### src/rtl/i2c_srx_pkg.sv
package i2c_srx_pkg;
    localparam int BYTE_W  = 8;
    localparam int ADR_W   = 7;
    localparam int CNT_W   = 4;
    localparam int REG_AW  = 2;

    localparam logic [REG_AW-1:0] RA_CTRL = 2'd0;
    localparam logic [REG_AW-1:0] RA_OWN  = 2'd1;
    localparam logic [REG_AW-1:0] RA_STAT = 2'd2;
    localparam logic [REG_AW-1:0] RA_DATA = 2'd3;

    localparam logic [CNT_W-1:0] BIT_LAST = 4'd8;
    localparam logic [CNT_W-1:0] BIT_ACK  = 4'd9;

    typedef enum logic [1:0] {
        PH_IDLE,
        PH_ADDR,
        PH_DATA,
        PH_SKIP
    } phase_t;

    typedef struct packed {
        logic              addr_hit;
        logic              data_hit;
        logic              gcall;
        logic              rw;
        logic [BYTE_W-1:0] value;
    } frm_evt_t;

    function automatic logic is_gcall(input logic [BYTE_W-1:0] b);
        return b == '0;
    endfunction

    function automatic logic addr_ok(input logic [BYTE_W-1:0] b,
                                     input logic [ADR_W-1:0]  own);
        return (b[BYTE_W-1:1] == own) || is_gcall(b);
    endfunction
endpackage

### src/rtl/i2c_srx_sync.sv
module i2c_srx_sync #(
    parameter int STAGES = 2
) (
    input  logic clk,
    input  logic rst,
    input  logic scl_i,
    input  logic sda_i,
    output logic sda_s,
    output logic scl_rise,
    output logic scl_fall,
    output logic start_c,
    output logic stop_c
);
    logic [STAGES-1:0] scl_ch;
    logic [STAGES-1:0] sda_ch;
    logic              scl_d, sda_d, scl_s;

    for (genvar g = 0; g < STAGES; g++) begin : g_stage
        if (g == 0) begin : g_first
            always_ff @(posedge clk) begin
                if (rst) begin
                    scl_ch[g] <= 1'b1;
                    sda_ch[g] <= 1'b1;
                end else begin
                    scl_ch[g] <= scl_i;
                    sda_ch[g] <= sda_i;
                end
            end
        end else begin : g_next
            always_ff @(posedge clk) begin
                if (rst) begin
                    scl_ch[g] <= 1'b1;
                    sda_ch[g] <= 1'b1;
                end else begin
                    scl_ch[g] <= scl_ch[g-1];
                    sda_ch[g] <= sda_ch[g-1];
                end
            end
        end
    end

    assign scl_s = scl_ch[STAGES-1];
    assign sda_s = sda_ch[STAGES-1];

    always_ff @(posedge clk) begin
        if (rst) begin
            scl_d <= 1'b1;
            sda_d <= 1'b1;
        end else begin
            scl_d <= scl_s;
            sda_d <= sda_s;
        end
    end

    assign scl_rise = scl_s & ~scl_d;
    assign scl_fall = ~scl_s & scl_d;
    assign start_c  = scl_s & scl_d & ~sda_s & sda_d;
    assign stop_c   = scl_s & scl_d & sda_s & ~sda_d;
endmodule

### src/rtl/i2c_srx_frame.sv
module i2c_srx_frame
    import i2c_srx_pkg::*;
(
    input  logic             clk,
    input  logic             rst,
    input  logic             sda_s,
    input  logic             scl_rise,
    input  logic             scl_fall,
    input  logic             start_c,
    input  logic             stop_c,
    input  logic [ADR_W-1:0] own_addr,
    input  logic             nack_ctl,
    output logic             sda_oe,
    output frm_evt_t         evt,
    output logic             stop_evt,
    output logic             err_evt
);
    phase_t            ph_q;
    logic [CNT_W-1:0]  cnt_q;
    logic [BYTE_W-1:0] shf_q;
    logic              hit_q, gc_q;

    always_ff @(posedge clk) begin
        if (rst) begin
            ph_q     <= PH_IDLE;
            cnt_q    <= '0;
            shf_q    <= '0;
            hit_q    <= 1'b0;
            gc_q     <= 1'b0;
            sda_oe   <= 1'b0;
            evt      <= '0;
            stop_evt <= 1'b0;
            err_evt  <= 1'b0;
        end else begin
            evt      <= '0;
            stop_evt <= 1'b0;
            err_evt  <= 1'b0;
            if (start_c) begin
                ph_q   <= PH_ADDR;
                cnt_q  <= '0;
                hit_q  <= 1'b0;
                gc_q   <= 1'b0;
                sda_oe <= 1'b0;
            end else if (stop_c) begin
                if (ph_q == PH_DATA || ph_q == PH_SKIP) begin
                    if (cnt_q >= 4'd2 && cnt_q <= BIT_LAST) err_evt  <= 1'b1;
                    else                                    stop_evt <= 1'b1;
                end
                ph_q   <= PH_IDLE;
                cnt_q  <= '0;
                sda_oe <= 1'b0;
            end else if (ph_q != PH_IDLE) begin
                if (scl_rise) begin
                    if (cnt_q < BIT_LAST) begin
                        shf_q <= {shf_q[BYTE_W-2:0], sda_s};
                        cnt_q <= cnt_q + 4'd1;
                    end else if (cnt_q == BIT_LAST) begin
                        cnt_q <= BIT_ACK;
                        if (ph_q == PH_ADDR && hit_q) begin
                            evt.addr_hit <= 1'b1;
                            evt.gcall    <= gc_q;
                            evt.rw       <= shf_q[0];
                            evt.value    <= shf_q;
                        end else if (ph_q == PH_DATA) begin
                            evt.data_hit <= 1'b1;
                            evt.value    <= shf_q;
                        end
                    end
                end else if (scl_fall) begin
                    if (cnt_q == BIT_LAST) begin
                        if (ph_q == PH_ADDR) begin
                            hit_q  <= addr_ok(shf_q, own_addr);
                            gc_q   <= is_gcall(shf_q);
                            sda_oe <= addr_ok(shf_q, own_addr);
                        end else if (ph_q == PH_DATA) begin
                            sda_oe <= ~nack_ctl;
                        end
                    end else if (cnt_q == BIT_ACK) begin
                        cnt_q  <= '0;
                        sda_oe <= 1'b0;
                        if (ph_q == PH_ADDR) begin
                            if (!hit_q)        ph_q <= PH_IDLE;
                            else if (shf_q[0]) ph_q <= PH_SKIP;
                            else               ph_q <= PH_DATA;
                        end
                    end
                end
            end
        end
    end

    // the acknowledge drive only starts right after the eighth bit
    assert_ack_after_eighth_R7: assert property (@(posedge clk) disable iff (rst)
        $rose(sda_oe) |-> ($past(cnt_q) == BIT_LAST));

    // nothing is driven while the slave is not part of a transfer
    assert_idle_quiet_R10: assert property (@(posedge clk) disable iff (rst)
        (ph_q == PH_IDLE) |-> !sda_oe);

    // a read request never yields a data frame event
    assert_skip_no_data_R8: assert property (@(posedge clk) disable iff (rst)
        (ph_q == PH_SKIP) |=> !evt.data_hit);
endmodule

### src/rtl/i2c_srx_regs.sv
module i2c_srx_regs
    import i2c_srx_pkg::*;
#(
    parameter logic [ADR_W-1:0] RST_OWN = 7'h50
) (
    input  logic              clk,
    input  logic              rst,
    input  logic [REG_AW-1:0] reg_addr,
    input  logic              reg_wr,
    input  logic              reg_rd,
    input  logic [BYTE_W-1:0] reg_wdata,
    output logic [BYTE_W-1:0] reg_rdata,
    input  frm_evt_t          evt,
    input  logic              start_c,
    input  logic              stop_evt,
    input  logic              err_evt,
    output logic [ADR_W-1:0]  own_addr,
    output logic              nack_ctl
);
    logic [BYTE_W-1:0] ctrl_q, buf_q;
    logic [ADR_W-1:0]  own_q;
    logic irq_q, full_q, am_q, gc_q, dir_q, stp_q, est_q;
    logic frame_in, wr_stat, rd_data;

    assign frame_in = evt.addr_hit | evt.data_hit;
    assign wr_stat  = reg_wr && reg_addr == RA_STAT;
    assign rd_data  = reg_rd && reg_addr == RA_DATA;
    assign own_addr = own_q;
    assign nack_ctl = ctrl_q[0];

    always_ff @(posedge clk) begin
        if (rst) begin
            ctrl_q <= '0;
            own_q  <= RST_OWN;
            buf_q  <= '0;
            {irq_q, full_q, am_q, gc_q, dir_q, stp_q, est_q} <= '0;
        end else begin
            if (reg_wr && reg_addr == RA_CTRL) ctrl_q <= reg_wdata;
            if (reg_wr && reg_addr == RA_OWN)  own_q  <= reg_wdata[ADR_W-1:0];

            if (frame_in)                     irq_q <= 1'b1;
            else if (wr_stat && reg_wdata[0]) irq_q <= 1'b0;

            if (frame_in) begin
                full_q <= 1'b1;
                buf_q  <= evt.value;
            end else if (rd_data) begin
                full_q <= 1'b0;
            end

            if (start_c) begin
                {am_q, gc_q, dir_q, stp_q, est_q} <= '0;
            end else begin
                if (evt.addr_hit) begin
                    am_q  <= 1'b1;
                    gc_q  <= evt.gcall;
                    dir_q <= evt.rw;
                end
                if (stop_evt)                     stp_q <= 1'b1;
                else if (wr_stat && reg_wdata[5]) stp_q <= 1'b0;
                if (err_evt)                      est_q <= 1'b1;
                else if (wr_stat && reg_wdata[6]) est_q <= 1'b0;
            end
        end
    end

    always_comb begin
        case (reg_addr)
            RA_CTRL: reg_rdata = ctrl_q;
            RA_OWN:  reg_rdata = {1'b0, own_q};
            RA_STAT: reg_rdata = {1'b0, est_q, stp_q, dir_q, gc_q, am_q, full_q, irq_q};
            default: reg_rdata = buf_q;
        endcase
    end

    assert_irq_on_frame_R4: assert property (@(posedge clk) disable iff (rst)
        frame_in |=> irq_q);

    assert_full_on_frame_R5: assert property (@(posedge clk) disable iff (rst)
        frame_in |=> full_q);

    assert_read_drains_R5: assert property (@(posedge clk) disable iff (rst)
        (rd_data && !frame_in) |=> !full_q);

    assert_gcall_has_match_R3: assert property (@(posedge clk) disable iff (rst)
        gc_q |-> am_q);
endmodule

### src/rtl/i2c_slave_rx.sv
module i2c_slave_rx
    import i2c_srx_pkg::*;
#(
    parameter int                SYNC_STAGES = 2,
    parameter logic [ADR_W-1:0]  RST_OWN     = 7'h50
) (
    input  logic              clk,
    input  logic              rst,
    input  logic              scl_i,
    input  logic              sda_i,
    output logic              sda_oe,
    input  logic [REG_AW-1:0] reg_addr,
    input  logic              reg_wr,
    input  logic              reg_rd,
    input  logic [BYTE_W-1:0] reg_wdata,
    output logic [BYTE_W-1:0] reg_rdata
);
    logic             sda_s, scl_rise, scl_fall, start_c, stop_c;
    logic             stop_evt, err_evt, nack_ctl;
    logic [ADR_W-1:0] own_addr;
    frm_evt_t         evt;

    i2c_srx_sync #(.STAGES(SYNC_STAGES)) u_sync (
        .clk(clk), .rst(rst), .scl_i(scl_i), .sda_i(sda_i),
        .sda_s(sda_s), .scl_rise(scl_rise), .scl_fall(scl_fall),
        .start_c(start_c), .stop_c(stop_c)
    );

    i2c_srx_frame u_frame (
        .clk(clk), .rst(rst), .sda_s(sda_s), .scl_rise(scl_rise),
        .scl_fall(scl_fall), .start_c(start_c), .stop_c(stop_c),
        .own_addr(own_addr), .nack_ctl(nack_ctl), .sda_oe(sda_oe),
        .evt(evt), .stop_evt(stop_evt), .err_evt(err_evt)
    );

    i2c_srx_regs #(.RST_OWN(RST_OWN)) u_regs (
        .clk(clk), .rst(rst), .reg_addr(reg_addr), .reg_wr(reg_wr),
        .reg_rd(reg_rd), .reg_wdata(reg_wdata), .reg_rdata(reg_rdata),
        .evt(evt), .start_c(start_c), .stop_evt(stop_evt),
        .err_evt(err_evt), .own_addr(own_addr), .nack_ctl(nack_ctl)
    );
endmodule

### config.mk
export PLATFORM = sky130hd
export DESIGN_NAME = i2c_slave_rx
export DESIGN_NICKNAME = d
export VERILOG_FILES = /design/src/rtl/i2c_srx_pkg.sv /design/src/rtl/i2c_srx_sync.sv /design/src/rtl/i2c_srx_frame.sv /design/src/rtl/i2c_srx_regs.sv /design/src/rtl/i2c_slave_rx.sv
export SDC_FILE = /design/constraint.sdc
export NUM_CORES = 1
export LEC_CHECK = 0
export ABC_AREA = 0
export CORE_ASPECT_RATIO = 1.1
export CORE_MARGIN = 8
export CORE_UTILIZATION = 51
export DETAILED_ROUTE_END_ITERATION = 10
export PLACE_DENSITY = 0.75
export SYNTH_ARGS = -nofsm -noshare
export SYNTH_HDL_FRONTEND = slang
export SYNTH_SLANG_ARGS = --single-unit
export TNS_END_PERCENT = 5
### constraint.sdc
create_clock -name clk -period 1.7 [get_ports clk]
set_input_delay 0.51 -clock clk [delete_from_list [all_inputs] [get_ports clk]]
set_output_delay 0.51 -clock clk [all_outputs]
set_load 0.005 [all_outputs]
==> metrics.txt <==
Die ar. 0.00834 mm2; Synth Flop Type dfxtp_1; Die Span Y 95.0 um; Critical-path top delay cell mux4_2; hold_sp u_sync.sda_ch[0]; worst ir drop on vdd 0.730 mV; Fillers 431; via count 2279; DRT iter0 DRCs about 180; register-to-register setup slack 0.02 ns; crit-path most repeated cell buf_6; PortBufs 24; Sequential Area 0.00135 mm2; CTS buffer count 9; vias in the first global route between 2000 and 2500; placed inst area roughly 0.0035 mm2; Max Slew Vio Count 0; CTS tree built; DPL Wire Length 4.58 mm; Synth async-reset ratio 0; Max-cap violations 0; synth top area cells dfxtp_1 (46%), mux2i_1 (9.3%), mux4_2 (5.4%); FF+latch count, synth 67; area of the multi-input gates roughly 0.0015 mm2; clk_lat worst skew 0.35 ns; status finished, violations left; combinational power share 0.075; Arrival @ worst endpoint around 1.3 ns; sequential power share 0.476; slowest stage delay, CP 0.49 ns; Syn Nets about 320; Synth Warn # 0; fin crit period around 1.8 ns; FMAX 0.541 GHz; post-synth top area cell dfxtp_1; CP Capture Type primary output; startpoint types input port; initial antenna violation count 0; Util after Layout 0.699; Root Buffer clkbuf_8; Post-Syn Area 0.00289 mm2; Congestion Overflow GR 0; routability cong. between 0.8 and 0.9; Leak 1.56 nW; clock network fraction of design power 0.449; count leader, synth dfxtp_1; power density over the cells 886 mW/mm2; RSZ-0062 raised after global routing true; Starting Density 0.533; Non-Filler Cell Area, Final 0.00379 mm2; Antenna Violating Nets Remaining 0; share of layout cells above drive strength 1 0.273; Netlist cell types 43; clock-pin slew on the worst setup and hold paths 0.08 ns; GR Util All Layers 0.169; switching part of the total 0.228; largest net degree at the start of global routing 40; Core Rows 28; crit path kind input port to primary output; Mapped Cells 297; data required time of the critical path 1.19 ns; cells along the critical path buf_12 > buf_6 > mux4_2 > buf_6; CTS sink cnt 67; H-tree depth 3; Final Hold Slack between 0.4 and 0.5 ns; syn avg cell area 9.74 um2; drt total wl 6.38 mm; drt pass-1 iters 4; diode count 0; Layout Nets about 390; final setup margin -0.147 ns; first-pass GRT wire length between 10 and 15 mm; CTS Buffer Depth 2; Final Setup Violations 7; Synth top area share 0.464; Internal approximately 2.6 mW; Area Growth Syn to Fin 31.1%; Seq/Total Area, Yosys 0.464; Tcrit/Tclk final 1.09; Setup Skew 0.0115 ns; violated checks setup timing; EDFF count, synth 0; WL/cell 14.5 um; Critical R2R Launch u_frame.ph_q[0]; worst slew pin tran 0.497 ns; final hold vios 0; I/O pin total 25; Setup crit start reg_addr[0]; Synth top cells by count dfxtp_1 (67), nor2_1 (42), nand2_1 (30); DRC errors left 0; CORE AREA 0.00543 mm2; Slew headroom 0.668; Vias/cell 5.17; critical path peak fanout 7; HP Class register to register; Die X-Extent 87.8 um; sw power between 700 and 800 uW
[metrics by stage]
| stage | power [mW] | setup TNS (ns) | cells | worst slack, ns |
|---|---|---|---|---|
| floorplan | 1.76 | -0.0227 | 297 | -0.0185 |
| global placement | 1.88 | -14.57 | 423 | -0.934 |
| detailed placement | 1.88 | -15.63 | 423 | -0.935 |
| CTS | 3.38 | -1.45 | 442 | -0.223 |
| global route | 3.48 | -0.885 | 441 | -0.172 |
| finish | 3.36 | -0.462 | 441 | -0.147 |
[per-layer routing]
layer,global-route usage,up-vias,part of all wire
met4,0.0832,0,0.015
met2,0.267,44,0.47
met5,0,-,0
li1,-,1149,-
met1,0.205,1076,0.46
met3,0.0478,10,0.048
[cells by family (layout without fill, tap and decap cells)]
kind of cell | after synthesis | count (layout) | synth area share
and+or+nand+nor | 122 | 122 | 0.207
DFF | 67 | 67 | 0.464
AOI/OAI and AO/OA | 34 | 34 | 0.0770
muxes | 34 | 34 | 0.148
buffers and inverters | 20 | 89 | 0.0294
adders and majority gates | 11 | 11 | 0.0476
xor gates and xnor gates | 9 | 9 | 0.0273
[power by group through the flow]
stage	Sequential (mW)	Combinational, mW	Clock [mW]
after floorplan	1.64	0.124	0
final	1.60	0.252	1.51
after global routing	1.60	0.274	1.60
after detailed placement	1.64	0.245	0
after global placement	1.64	0.241	0
after CTS	1.60	0.250	1.53
[registers in the layout, summed over array words and instances, names as in the netlist, 2 cells and up]
signal,flops
u_frame.cnt_q,4
u_frame.evt,12
u_frame.ph_q,2
u_frame.shf_q,8
u_regs.buf_q,8
u_regs.ctrl_q,8
u_regs.own_addr,7
[critical path: cells and delay by family]
kind / cells / cell delay, ns
mux: 1 / 0.49
buf+inv: 3 / 0.33
[placed cells by master, fill, tap and decap left out, types with 5 or more instances in the layout]
| master | synthesis | final |
|---|---|---|
| nand2_1 | 30 | 30 |
| inv_1 | 9 | 7 |
| buf_6 | 1 | 5 |
| clkbuf_2 | 1 | 5 |
| nand3_1 | 6 | 6 |
| mux4_2 | 7 | 7 |
| dfxtp_2 | 0 | 6 |
| dfxtp_1 | 67 | 61 |
| nor3_1 | 6 | 5 |
| clkdlybuf4s50_1 | 0 | 13 |
| clkbuf_8 | 0 | 10 |
| and2_1 | 10 | 8 |
| ha_1 | 11 | 7 |
| a21oi_1 | 18 | 18 |
| buf_4 | 0 | 34 |
| mux2i_1 | 27 | 27 |
| nor2_1 | 42 | 41 |
| or2_2 | 6 | 6 |
| xor2_1 | 9 | 8 |
[worst paths after layout]
| check | endpoint | cells after the start |
|---|---|---|
| worst max-delay path | reg_rdata[1] | 4 |
| worst min-delay path | u_sync.sda_s | 1 |
| worst max register to register | u_frame.ph_q[0] | 6 |
| worst min register to register | u_sync.sda_s | 1 |
[area by class of cell]
type | count | share of cell area
Tap cell | 75 | 0.0247
Inverter | 9 | 0.00891
Clock inverter | 5 | 0.0224
Timing Repair Buffer | 64 | 0.145
Clock buffer | 11 | 0.0373
Multi-Input combinational cell | 210 | 0.406
Sequential cell | 67 | 0.356
[what timing repair did]
action                                  4_1_cts  5_1_grt
cloned                                        0        0
resized for setup                            35       26
buffers inserted                              3        0
endpoints found under the setup margin       21       39
hold buffers                                  0        0
pin swaps                                     1        0
Note: power is estimated with default switching activity, not from simulation.
